**src/rtl/nde_pkg.sv**
```systemverilog
package nde_pkg;

    localparam int ROW_BYTES = 3;
    localparam int ROW_W     = 8 * ROW_BYTES;

    localparam logic [7:0] CMD_SETUP  = 8'h60;
    localparam logic [7:0] CMD_QUEUE  = 8'hD1;
    localparam logic [7:0] CMD_START  = 8'hD0;
    localparam logic [7:0] CMD_STAT   = 8'h70;
    localparam logic [7:0] CMD_PSTAT  = 8'h78;

    localparam logic [4:0] STEP_RD_SR = 5'd13;
    localparam logic [4:0] STEP_RD_PA = 5'd18;
    localparam logic [4:0] STEP_RD_PB = 5'd23;

    typedef enum logic [1:0] {OP_CMD, OP_ADR, OP_RD, OP_WAIT} op_kind_e;

    typedef struct packed {
        op_kind_e   kind;
        logic [7:0] data;
    } bus_op_t;

    // Keep own plane bit, clear page bits, take block bits from src.
    function automatic logic [ROW_W-1:0] merge_row(input logic [ROW_W-1:0] own,
                                                   input logic [ROW_W-1:0] src,
                                                   input int pbits);
        logic [ROW_W-1:0] r;
        for (int i = 0; i < ROW_W; i++) begin
            if (i < pbits)       r[i] = 1'b0;
            else if (i == pbits) r[i] = own[i];
            else                 r[i] = src[i];
        end
        return r;
    endfunction

    function automatic bus_op_t mk(input op_kind_e k, input logic [7:0] d);
        bus_op_t o;
        o.kind = k;
        o.data = d;
        return o;
    endfunction

    // Program of the whole operation, one bus item per step.
    function automatic bus_op_t step_op(input logic [4:0] step,
                                        input logic [ROW_W-1:0] ra,
                                        input logic [ROW_W-1:0] rb);
        case (step)
            5'd0:  return mk(OP_CMD, CMD_SETUP);
            5'd1:  return mk(OP_ADR, ra[7:0]);
            5'd2:  return mk(OP_ADR, ra[15:8]);
            5'd3:  return mk(OP_ADR, ra[23:16]);
            5'd4:  return mk(OP_CMD, CMD_QUEUE);
            5'd5:  return mk(OP_WAIT, 8'h00);
            5'd6:  return mk(OP_CMD, CMD_SETUP);
            5'd7:  return mk(OP_ADR, rb[7:0]);
            5'd8:  return mk(OP_ADR, rb[15:8]);
            5'd9:  return mk(OP_ADR, rb[23:16]);
            5'd10: return mk(OP_CMD, CMD_START);
            5'd11: return mk(OP_WAIT, 8'h00);
            5'd12: return mk(OP_CMD, CMD_STAT);
            5'd13: return mk(OP_RD, 8'h00);
            5'd14: return mk(OP_CMD, CMD_PSTAT);
            5'd15: return mk(OP_ADR, ra[7:0]);
            5'd16: return mk(OP_ADR, ra[15:8]);
            5'd17: return mk(OP_ADR, ra[23:16]);
            5'd18: return mk(OP_RD, 8'h00);
            5'd19: return mk(OP_CMD, CMD_PSTAT);
            5'd20: return mk(OP_ADR, rb[7:0]);
            5'd21: return mk(OP_ADR, rb[15:8]);
            5'd22: return mk(OP_ADR, rb[23:16]);
            default: return mk(OP_RD, 8'h00);
        endcase
    endfunction

endpackage

```
**src/rtl/nde_bus_engine.sv**
```systemverilog
module nde_bus_engine
    import nde_pkg::*;
#(
    parameter int WB_CYC = 4,
    parameter int RD_CYC = 2,
    parameter int TMO_W  = 20
) (
    input  logic             clk,
    input  logic             rst,
    input  logic             op_valid,
    input  bus_op_t          op,
    input  logic [TMO_W-1:0] tmo_limit,
    input  logic             rb_ready,
    input  logic [7:0]       io_in,
    output logic             op_done,
    output logic             tmo_hit,
    output logic [7:0]       rd_data,
    output logic             cle,
    output logic             ale,
    output logic             we_n,
    output logic             re_n,
    output logic [7:0]       io_out,
    output logic             io_oe
);

    typedef enum logic [2:0] {E_IDLE, E_WLO, E_WHI, E_RD, E_WB, E_POLL} eng_st_e;

    localparam logic [TMO_W-1:0] WB_LAST = TMO_W'(WB_CYC - 1);
    localparam logic [TMO_W-1:0] RD_LAST = TMO_W'(RD_CYC - 1);

    eng_st_e          st;
    logic [TMO_W-1:0] cnt;

    always_ff @(posedge clk) begin
        if (rst) begin
            st      <= E_IDLE;
            cnt     <= '0;
            op_done <= 1'b0;
            tmo_hit <= 1'b0;
            rd_data <= '0;
            cle     <= 1'b0;
            ale     <= 1'b0;
            we_n    <= 1'b1;
            re_n    <= 1'b1;
            io_out  <= '0;
            io_oe   <= 1'b0;
        end else begin
            op_done <= 1'b0;
            tmo_hit <= 1'b0;
            case (st)
                E_IDLE: begin
                    cle   <= 1'b0;
                    ale   <= 1'b0;
                    io_oe <= 1'b0;
                    cnt   <= '0;
                    if (op_valid && !op_done) begin
                        case (op.kind)
                            OP_CMD, OP_ADR: begin
                                cle    <= (op.kind == OP_CMD);
                                ale    <= (op.kind == OP_ADR);
                                io_out <= op.data;
                                io_oe  <= 1'b1;
                                we_n   <= 1'b0;
                                st     <= E_WLO;
                            end
                            OP_RD: begin
                                re_n <= 1'b0;
                                st   <= E_RD;
                            end
                            default: st <= E_WB;
                        endcase
                    end
                end
                E_WLO: begin
                    we_n <= 1'b1;
                    st   <= E_WHI;
                end
                E_WHI: begin
                    cle     <= 1'b0;
                    ale     <= 1'b0;
                    io_oe   <= 1'b0;
                    op_done <= 1'b1;
                    st      <= E_IDLE;
                end
                E_RD: begin
                    cnt <= cnt + 1'b1;
                    if (cnt == RD_LAST) begin
                        rd_data <= io_in;
                        re_n    <= 1'b1;
                        op_done <= 1'b1;
                        st      <= E_IDLE;
                    end
                end
                E_WB: begin
                    cnt <= cnt + 1'b1;
                    if (cnt >= tmo_limit) begin
                        op_done <= 1'b1;
                        tmo_hit <= 1'b1;
                        st      <= E_IDLE;
                    end else if (cnt == WB_LAST) begin
                        st <= E_POLL;
                    end
                end
                default: begin
                    cnt <= cnt + 1'b1;
                    if (rb_ready) begin
                        op_done <= 1'b1;
                        st      <= E_IDLE;
                    end else if (cnt >= tmo_limit) begin
                        op_done <= 1'b1;
                        tmo_hit <= 1'b1;
                        st      <= E_IDLE;
                    end
                end
            endcase
        end
    end

    assert_cle_ale_excl_R10: assert property (@(posedge clk) disable iff (rst)
        !(cle && ale));
    assert_we_re_excl_R10: assert property (@(posedge clk) disable iff (rst)
        !(!we_n && !re_n));
    assert_oe_on_write_R10: assert property (@(posedge clk) disable iff (rst)
        (!we_n |-> io_oe) and (!re_n |-> !io_oe));
    assert_latch_has_strobe_R2: assert property (@(posedge clk) disable iff (rst)
        $rose(we_n) |-> (cle || ale));
    assert_no_start_while_busy_R3: assert property (@(posedge clk) disable iff (rst)
        (st == E_POLL && !rb_ready) |=> (we_n && re_n));

endmodule

```
**src/rtl/nde_seq.sv**
```systemverilog
module nde_seq
    import nde_pkg::*;
#(
    parameter int PAGE_BITS = 6
) (
    input  logic             clk,
    input  logic             rst,
    input  logic             req_valid,
    output logic             req_ready,
    input  logic [ROW_W-1:0] row_a,
    input  logic [ROW_W-1:0] row_b,
    output logic             busy,
    output logic             done,
    output logic             fail,
    output logic [1:0]       plane_fail,
    output logic             timeout_err,
    output logic             addr_err,
    output logic             ce_n,
    output logic             op_valid,
    output bus_op_t          op,
    input  logic             op_done,
    input  logic             tmo_hit,
    input  logic [7:0]       rd_data
);

    typedef enum logic [1:0] {S_IDLE, S_RUN, S_FIN} seq_st_e;

    seq_st_e          st;
    logic [4:0]       step;
    logic [ROW_W-1:0] ra_q;
    logic [ROW_W-1:0] rb_q;
    logic             pa_q;
    logic             pb_q;
    logic             st_err;

    assign req_ready = (st == S_IDLE);
    assign busy      = (st != S_IDLE);
    assign done      = (st == S_FIN);
    assign op_valid  = (st == S_RUN);
    assign op        = step_op(step, ra_q, rb_q);
    assign st_err    = rd_data[0];

    always_ff @(posedge clk) begin
        if (rst) begin
            st          <= S_IDLE;
            step        <= '0;
            ra_q        <= '0;
            rb_q        <= '0;
            pa_q        <= 1'b0;
            pb_q        <= 1'b0;
            fail        <= 1'b0;
            plane_fail  <= '0;
            timeout_err <= 1'b0;
            addr_err    <= 1'b0;
            ce_n        <= 1'b1;
        end else begin
            case (st)
                S_IDLE: begin
                    if (req_valid) begin
                        step        <= '0;
                        fail        <= 1'b0;
                        plane_fail  <= '0;
                        timeout_err <= 1'b0;
                        addr_err    <= 1'b0;
                        ra_q        <= merge_row(row_a, row_b, PAGE_BITS);
                        rb_q        <= merge_row(row_b, row_b, PAGE_BITS);
                        pa_q        <= row_a[PAGE_BITS];
                        pb_q        <= row_b[PAGE_BITS];
                        if (row_a[PAGE_BITS] == row_b[PAGE_BITS]) begin
                            addr_err <= 1'b1;
                            fail     <= 1'b1;
                            st       <= S_FIN;
                        end else begin
                            ce_n <= 1'b0;
                            st   <= S_RUN;
                        end
                    end
                end
                S_RUN: begin
                    if (op_done) begin
                        if (tmo_hit) begin
                            fail        <= 1'b1;
                            timeout_err <= 1'b1;
                            ce_n        <= 1'b1;
                            st          <= S_FIN;
                        end else begin
                            case (step)
                                STEP_RD_SR: begin
                                    if (!st_err) begin
                                        ce_n <= 1'b1;
                                        st   <= S_FIN;
                                    end else begin
                                        step <= step + 1'b1;
                                    end
                                end
                                STEP_RD_PA: begin
                                    plane_fail[pa_q] <= st_err;
                                    step             <= step + 1'b1;
                                end
                                STEP_RD_PB: begin
                                    plane_fail[pb_q] <= st_err;
                                    fail             <= 1'b1;
                                    ce_n             <= 1'b1;
                                    st               <= S_FIN;
                                end
                                default: step <= step + 1'b1;
                            endcase
                        end
                    end
                end
                default: st <= S_IDLE;
            endcase
        end
    end

    assert_busy_after_accept_R1: assert property (@(posedge clk) disable iff (rst)
        (req_valid && req_ready) |=> busy);
    assert_done_returns_idle_R1: assert property (@(posedge clk) disable iff (rst)
        done |=> (!done && req_ready));
    assert_reject_quiet_R6: assert property (@(posedge clk) disable iff (rst)
        (req_valid && req_ready && (row_a[PAGE_BITS] == row_b[PAGE_BITS]))
        |=> (ce_n && done && addr_err));
    assert_timeout_abort_R9: assert property (@(posedge clk) disable iff (rst)
        (st == S_RUN && op_done && tmo_hit) |=> (ce_n && done && timeout_err));
    assert_plane_fail_needs_fail_R8: assert property (@(posedge clk) disable iff (rst)
        done |-> (fail || plane_fail == 2'b00));
    assert_planes_differ_R5: assert property (@(posedge clk) disable iff (rst)
        (st == S_RUN) |-> (pa_q != pb_q));

endmodule

```
**src/rtl/nand_dual_erase.sv**
```systemverilog
module nand_dual_erase
    import nde_pkg::*;
#(
    parameter int PAGE_BITS = 6,
    parameter int WB_CYC    = 4,
    parameter int RD_CYC    = 2,
    parameter int TMO_W     = 20
) (
    input  logic             clk,
    input  logic             rst,
    input  logic             req_valid,
    output logic             req_ready,
    input  logic [23:0]      req_row_a,
    input  logic [23:0]      req_row_b,
    input  logic [TMO_W-1:0] tmo_limit,
    output logic             busy,
    output logic             done,
    output logic             fail,
    output logic [1:0]       plane_fail,
    output logic             timeout_err,
    output logic             addr_err,
    output logic             nand_ce_n,
    output logic             nand_cle,
    output logic             nand_ale,
    output logic             nand_we_n,
    output logic             nand_re_n,
    output logic [7:0]       nand_io_out,
    output logic             nand_io_oe,
    input  logic [7:0]       nand_io_in,
    input  logic             nand_rb
);

    bus_op_t    op;
    logic       op_valid;
    logic       op_done;
    logic       tmo_hit;
    logic [7:0] rd_data;

    nde_seq #(.PAGE_BITS(PAGE_BITS)) u_seq (
        .clk         (clk),
        .rst         (rst),
        .req_valid   (req_valid),
        .req_ready   (req_ready),
        .row_a       (req_row_a),
        .row_b       (req_row_b),
        .busy        (busy),
        .done        (done),
        .fail        (fail),
        .plane_fail  (plane_fail),
        .timeout_err (timeout_err),
        .addr_err    (addr_err),
        .ce_n        (nand_ce_n),
        .op_valid    (op_valid),
        .op          (op),
        .op_done     (op_done),
        .tmo_hit     (tmo_hit),
        .rd_data     (rd_data)
    );

    nde_bus_engine #(.WB_CYC(WB_CYC), .RD_CYC(RD_CYC), .TMO_W(TMO_W)) u_eng (
        .clk       (clk),
        .rst       (rst),
        .op_valid  (op_valid),
        .op        (op),
        .tmo_limit (tmo_limit),
        .rb_ready  (nand_rb),
        .io_in     (nand_io_in),
        .op_done   (op_done),
        .tmo_hit   (tmo_hit),
        .rd_data   (rd_data),
        .cle       (nand_cle),
        .ale       (nand_ale),
        .we_n      (nand_we_n),
        .re_n      (nand_re_n),
        .io_out    (nand_io_out),
        .io_oe     (nand_io_oe)
    );

    assert_ce_during_strobe_R2: assert property (@(posedge clk) disable iff (rst)
        (!nand_we_n || !nand_re_n) |-> !nand_ce_n);
    assert_idle_bus_quiet_R1: assert property (@(posedge clk) disable iff (rst)
        req_ready |-> (nand_we_n && nand_re_n));

endmodule

```
**config.mk**
```make
export PLATFORM = sky130hd
export DESIGN_NAME = nand_dual_erase
export DESIGN_NICKNAME = d
export VERILOG_FILES = /design/src/rtl/nde_pkg.sv /design/src/rtl/nde_bus_engine.sv /design/src/rtl/nde_seq.sv /design/src/rtl/nand_dual_erase.sv
export SDC_FILE = /design/constraint.sdc
export NUM_CORES = 1
export LEC_CHECK = 0
export ABC_AREA = 1
export ABC_CLOCK_PERIOD_IN_PS = 1800
export CAP_MARGIN = 15
export CORE_ASPECT_RATIO = 0.75
export CORE_UTILIZATION = 46
export CTS_CLUSTER_DIAMETER = 200
export DETAILED_ROUTE_END_ITERATION = 6
export PLACE_DENSITY_LB_ADDON = 0.3
export SYNTH_ARGS = -nofsm -noshare
export SYNTH_HDL_FRONTEND = slang
export SYNTH_SLANG_ARGS = --single-unit
```
**constraint.sdc**
```tcl
create_clock -name clk -period 1.8 [get_ports clk]
set_clock_uncertainty 0.15 [all_clocks]
set_input_delay 0.36 -clock clk [delete_from_list [all_inputs] [get_ports clk]]
set_output_delay 0.36 -clock clk [all_outputs]
set_load 0.03 [all_outputs]
```
==> results of run 1 <==
[metal layers]
metal / share of wire [%] / wire length [um]
met3: 9.4 / 1600
met5: 0 / 0
met2: 46 / 7930
met1: 41 / 7020
met4: 3.0 / 505
[per-stage QoR]
stage / power, W / cell area, um2 / util (%)
6_report: 0.00751 / 7410 / 81.2
5_1_grt: 0.00781 / 7410 / 81.2
4_1_cts: 0.00700 / 6970 / 76.4
3_5_place_dp: 0.00499 / 6000 / 65.7
3_3_place_gp: 0.00491 / 6000 / 65.7
2_1_floorplan: 0.00369 / 4410 / -
[logic make-up after synthesis]
| group | share of synthesized area (%) |
|---|---|
| AOI/OAI and AO/OA | 13.9 |
| xor gates and xnor gates | 0.803 |
| adders and majority gates | 7.74 |
| buffers and inverters | 10.2 |
| DFF | 32.6 |
| and+or+nand+nor | 34.7 |
[path summary, 6_finish.rpt]
kind | startpoint | to | cells after the start
worst max-delay path | u_seq.step[0] | u_eng.io_out[4] | 13
worst min-delay path | u_seq.ra_q[19] | u_seq.ra_q[19] | 2
worst max register to register | u_seq.step[0] | u_eng.io_out[4] | 13
worst min register to register | u_seq.ra_q[19] | u_seq.ra_q[19] | 2
[worst min-delay path, cell delays in order (launching register included)]
cell     delay [ns]
dfxtp_1        0.31
inv_1          0.05
a21oi_1        0.05
[sequential cells by signal (all words and copies together) (netlist names), 2 cells and up]
register          cells
u_seq.plane_fail      2
u_seq.step            5
u_seq.ra_q           17
u_eng.cnt            20
u_eng.io_out          8
u_eng.st              3
u_seq.st              2
u_seq.rb_q            2
[cell usage in the layout, fill, tap and decap left out, types with 10 or more instances in the layout]
master / n
dfxtp_2: 17
nor2_1: 84
dfxtp_1: 44
a21oi_2: 10
nand4_1: 15
ha_4: 22
inv_1: 66
o21ai_0: 28
dfxtp_4: 10
clkdlybuf4s50_1: 25
nand2_2: 29
dlygate4sd2_1: 37
nor3_1: 13
nor2_2: 11
a21oi_1: 33
inv_2: 28
nand2_1: 104
buf_6: 17
nand3_1: 18
buf_4: 125
nor2_4: 22
[repair_timing]
| item | in CTS | in global routing |
|---|---|---|
| buffers inserted | 24 | 7 |
| resized for setup | 181 | 115 |
| cloned | 2 | 1 |
| pin swaps | 60 | 46 |
| setup endpoints to repair | 56 | 43 |
| hold buffers | 0 | 0 |
[area by class of cell]
cell class	instances	area, um2
timing repair buffer	205	1710
multi-input combinational	471	3350
timing repair inverter	2	16.3
tap	128	160
fill	564	1710
clock inverter	7	48.8
sequential	71	1480
inverter	103	417
clock buffer	9	225
[power groups by stage]
stage	combinational [W]	clock, W	sequential [W]
finish	0.00376	0.00169	0.00206
global route	0.00399	0.00174	0.00208
CTS	0.00329	0.00167	0.00204
detailed placement	0.00295	0	0.00204
global placement	0.00288	0	0.00203
floorplan	0.00145	0	0.00223
==> flow_metrics.tcl, run 1 <==
set metrics [dict create \
    cp.required_ns 1.92 \
    cts-buffers-inserted 9 \
    grtUsageMet2_pct 49.6 \
    avgSynthCellArea_um2 6.67 \
    busiest_layer "met2" \
    vias 5454 \
    antenna_found_initial 0 \
    cpLargestDelayFamily "simple AND/OR/NAND/NOR gates" \
    dp.final_hpwl_um 10300 \
    grt_overflow 0 \
    synth_cell_types 46 \
    syn_area_mm2 0.00436 \
    clk_root_buffer_cell "clkbuf_16" \
    grt_max_degree 20 \
    hold_violations 0 \
    yosysWarnings 0 \
    final_cells 996 \
    fmaxAchievable_mhz 474 \
    tritoncts "built" \
    synth-edff-count 0 \
    synth_top_cell_by_area "dfxtp_1" \
    drc 0 \
    met3_usage_pct 7.06 \
    die_y_um 86.3 \
    synth-main-ff-cell "dfxtp_1" \
    dp_slack_ns -0.733 \
    place_congestion 0.886 \
    p_switching_w 0.00318 \
    drive_above_1_share_pct 42.6 \
    wl_um 17100 \
    synthesis.nets 761 \
    powerDensity_mw_per_mm2 1010 \
    port_buffers 65 \
    met1_usage_pct 42.2 \
    cts.sinks 71 \
    tns_ns -5.77 \
    synthTopCellsByCount "nand2_1 (135), nor2_1 (110), inv_1 (94), dfxtp_1 (71), a21oi_1 (43)" \
    areaGrowthSynthToFinish_pct 69.9 \
    wl_per_cell_um 17.1 \
    ir_drop_uv 835 \
    slew_violations 0 \
    setup_slack_ns -0.310 \
    synth-seq-cells 71 \
    core-area_mm2 0.00912 \
    leakage_nw 3.37 \
    worstPathCellList "inv_4, ha_4, inv_1, nor2_1, a21oi_1, nand4_1, inv_2, nand3_4, nand2_8, inv_8, nand2_2, nand2_1, nor2_1" \
    initial_utilization_pct 47.8 \
    insertion_delay_ns 0.34 \
    finalSetupViolCount 29 \
    pwr-share-comb_pct 50.1 \
    via_per_inst 5.48 \
    slew_headroom_pct 63.3 \
    drtAntennaViolNets 0 \
    ys_seq_area_share_pct 32.6 \
    cp.arrival_ns 2.23 \
    path_clk_slew_ns 0.06 \
    worst_setup_path_end_kind "register" \
    rows 30 \
    critPathMaxFanout 5 \
    grt_pass1_wl_um 23900 \
    tightestPinTransition_ns 0.545 \
    syn_inst 654 \
    slowest_stage "dfxtp_4" \
    htreeDepth 3 \
    power_frac_seq_pct 27.4 \
    drt-pass1-iter-count 5 \
    rsz0062_at_grt "yes" \
    yosysMostFrequentCell "nand2_1" \
    status "finished with violations" \
    die_w_um 114 \
    design.die.area_mm2 0.00988 \
    min_period_ns 2.11 \
    ff2ff_setup_slack_ns -0.31 \
    power.share.switching_pct 42.4 \
    hp-class "reg -> reg" \
    clk_path_buf_depth 2 \
    antenna_cells 0 \
    cap_violations 0 \
    grt_use_total_pct 31.1 \
    final_nets 970 \
    p_clk_share_pct 22.5 \
    first_iter_violations 451 \
    synth_top_area_share_pct 32.6 \
    path_buf_inv 4 \
    async_flop_share_pct 0 \
    grt_pass1_vias 4919 \
    dp_cells 948 \
    worstSetupPathType "reg -> reg" \
    cp-start-kind "register" \
    synth_area_leaders "dfxtp_1 (33%), nand2_1 (12%), nor2_1 (9.5%)" \
    holdWs_ns 0.307 \
    cpPeakStageDelay_ns 0.40 \
    violations "setup timing" \
    fin_crit_sh_pct 117 \
    cpMostUsedCell "nor2_1" \
    internal_power_w 0.00432 \
    io_pins 102 \
]
No activity file was read; power rests on OpenSTA's default activity.
==> inputs of run 2 (changes only) <==
ABC_AREA = default   (was 1)
CORE_UTILIZATION = 45   (was 46)
==> flow_metrics.tcl, run 2 <==
set metrics [dict create \
    ff2ff_setup_slack_ns -0.58 \
    dp_cells 749 \
    synth_top_cell_by_area "dfxtp_1" \
    first_iter_violations 357 \
    synth-seq-cells 71 \
    violations "DRC, setup timing" \
    grt_use_total_pct 26.7 \
    largest_register_ff_count 20 \
    antenna_found_initial 0 \
    core-area_mm2 0.00901 \
    clk_root_buffer_cell "clkbuf_16" \
    cts.sinks 71 \
    slew_headroom_pct 65.7 \
    finalSetupViolCount 38 \
    avgSynthCellArea_um2 8.14 \
    drtAntennaViolNets 0 \
    hp-class "reg -> reg" \
    dp.final_hpwl_um 8820 \
    synth-main-ff-cell "dfxtp_1" \
    cp.arrival_ns 2.44 \
    via_per_inst 5.81 \
    wl_per_cell_um 17.8 \
    synth_xor_area_share_pct 4.20 \
    worstSetupPathType "reg -> reg" \
    tightestPinTransition_ns 0.512 \
    async_flop_share_pct 0 \
    insertion_delay_ns 0.34 \
    grt_max_degree 50 \
    cpLargestDelayFamily "simple AND/OR/NAND/NOR gates" \
    ir_drop_uv 437 \
    fmaxAchievable_mhz 421 \
    slowest_stage "or3_1" \
    synth_cell_types 71 \
    worst_setup_path_end_kind "register" \
    drt-pass1-iter-count 7 \
    grt_overflow 0 \
    rows 30 \
    grt_pass1_vias 4343 \
    r2r-start "u_eng.cnt[18]" \
    placed_cell_area_mm2 0.00567 \
    cp.required_ns 1.87 \
    synth-edff-count 0 \
    synth_area_leaders "dfxtp_1 (34%), ha_1 (8.1%), nand2_1 (6.2%)" \
    cp.depth 10 \
    syn_area_mm2 0.00417 \
    final_cells 788 \
    initial_utilization_pct 46.3 \
    synthesis.nets 619 \
    endpoint "u_eng.st[0]" \
    top_register "u_eng.cnt" \
    path_buf_inv 3 \
    fin_crit_sh_pct 132 \
    drive_above_1_share_pct 39.6 \
    synth_fa_ha_area_share_pct 8.35 \
    cts-buffers-inserted 9 \
    design.die.area_mm2 0.00965 \
    die_w_um 113 \
    critPathMaxFanout 4 \
    clk_path_buf_depth 2 \
    tritoncts "built" \
    synthTopCellsByCount "dfxtp_1 (71), nand2_1 (69), nor2_1 (57), a21oi_1 (43), inv_1 (33)" \
    powerDensity_mw_per_mm2 674 \
    synth_top_family_by_area "simple AND/OR/NAND/NOR gates" \
    areaGrowthSynthToFinish_pct 59.7 \
    status "finished with violations" \
    antenna_cells 0 \
    final_nets 778 \
    io_pins 102 \
    cap_violations 0 \
    yosys.area_share.simple_pct 24.5 \
    reg_top3 "u_eng.cnt: 20 flops, u_seq.ra_q: 17 flops, u_eng.io_out: 8 flops" \
    min_period_ns 2.38 \
    cp-start-kind "register" \
    crit_start "u_eng.cnt[18]" \
    rsz0062_at_grt "yes" \
    die_y_um 85.3 \
    slew_violations 0 \
    ys_seq_area_share_pct 34.1 \
    drc 1 \
    hold_violations 0 \
    syn_inst 512 \
    yosysMostFrequentCell "dfxtp_1" \
    rr_worst_depth 10 \
    grt_pass1_wl_um 20500 \
    final_common_cell "buf_4" \
    worstPathCellList "buf_6, ha_4, nand4_1, buf_4, nor2_1, a22oi_1, o211ai_1, buf_4, or3_1, o2111a_1" \
    path_clk_slew_ns 0.07 \
    synth_compound_area_share_pct 20.4 \
    vias 4582 \
    place_congestion 0.931 \
    setup_slack_ns -0.576 \
    final_cell_mix "buf_4 (92), nand2_1 (66), dfxtp_1 (51), nor2_1 (46), a21oi_1 (36)" \
    synth_mux_area_share_pct 2.37 \
    r2r_end "u_eng.st[0]" \
    wl_um 14000 \
    leakage_nw 2.70 \
    htreeDepth 3 \
    synth_top_area_share_pct 34.1 \
    cpMostUsedCell "buf_4" \
    stdcell_area_mm2 0.00666 \
    port_buffers 65 \
    cpPeakStageDelay_ns 0.39 \
    yosysWarnings 0 \
]
run 2: repair_timing:
| item | CTS | global route |
|---|---|---|
| buffers inserted | 15 | 8 |
| gates cloned | 0 | 1 |
| gates resized for setup | 94 | 64 |
| pin swaps | 45 | 36 |
| endpoints found under the setup margin | 54 | 40 |
| hold buffers | 0 | 0 |
run 2: final cells by class:
| class | instances | area, um2 |
|---|---|---|
| multi-input cells | 382 | 3080 |
| inverters | 34 | 143 |
| repair buffers | 173 | 1530 |
| fillers | 592 | 2350 |
| flip-flops and latches | 71 | 1470 |
| clock buffers | 9 | 225 |
| clock inverters | 7 | 62.6 |
| well taps | 112 | 140 |
run 2: report_power, final:
part           switching, W  total (W)  internal, W
logic              0.000578    0.00108     0.000497
registers         0.0000538    0.00170      0.00164
clock network      0.000758    0.00172     0.000961
total               0.00139    0.00449      0.00310
run 2: worst min path at each step:
stage                   startpoint             end  slack [ns]  cells after the start
finish              u_seq.ra_q[13]  u_seq.ra_q[13]        0.31                      2
global route        u_seq.ra_q[19]  u_seq.ra_q[19]        0.33                      2
CTS                 u_seq.ra_q[21]  u_seq.ra_q[21]        0.31                      2
detailed placement  u_seq.ra_q[21]  u_seq.ra_q[21]        0.30                      2
global placement    u_seq.ra_q[16]  u_seq.ra_q[16]        0.29                      2
floorplan           u_seq.ra_q[21]  u_seq.ra_q[21]        0.29                      2
run 2: routing by layer:
| layer | up-vias | GRT usage [%] | share of wire, % | routed length, um |
|---|---|---|---|---|
| li1 | 2133 | - | - | - |
| met1 | 2182 | 36.0 | 44 | 6130 |
| met2 | 225 | 44.2 | 47 | 6590 |
| met3 | 42 | 3.79 | 6.0 | 841 |
| met4 | 0 | 8.13 | 3.4 | 473 |
| met5 | - | 0 | 0 | 0 |
run 2: logic make-up after synthesis:
family | Yosys count
adder cells (fa/ha/maj) | 28
buffers and inverters | 59
flip-flops | 71
AO/OA/AOI/OAI | 123
multiplexers | 9
AND/OR/NAND/NOR | 202
XOR/XNOR | 20
run 2: per-stage QoR:
stage | utilization (%) | TNS, ns | total power, W | setup slack, ns | hold WS, ns
6_report | 73.9 | -11.82 | 0.00449 | -0.576 | 0.311
5_1_grt | 73.9 | -14.26 | 0.00465 | -0.626 | 0.335
4_1_cts | 70.2 | -9.65 | 0.00439 | -0.531 | 0.306
3_5_place_dp | 63.0 | -14.81 | 0.00264 | -1.11 | 0.298
3_3_place_gp | 63.0 | -13.35 | 0.00261 | -1.02 | 0.293
2_1_floorplan | - | -4.49 | 0.00225 | -0.453 | 0.286
run 2: tightest hold or removal path, delay by kind of cell, from the launching register on:
family | cells | cell delay, ns
compound gates | 1 | 0.05
flops | 1 | 0.31
simple gates | 1 | 0.05
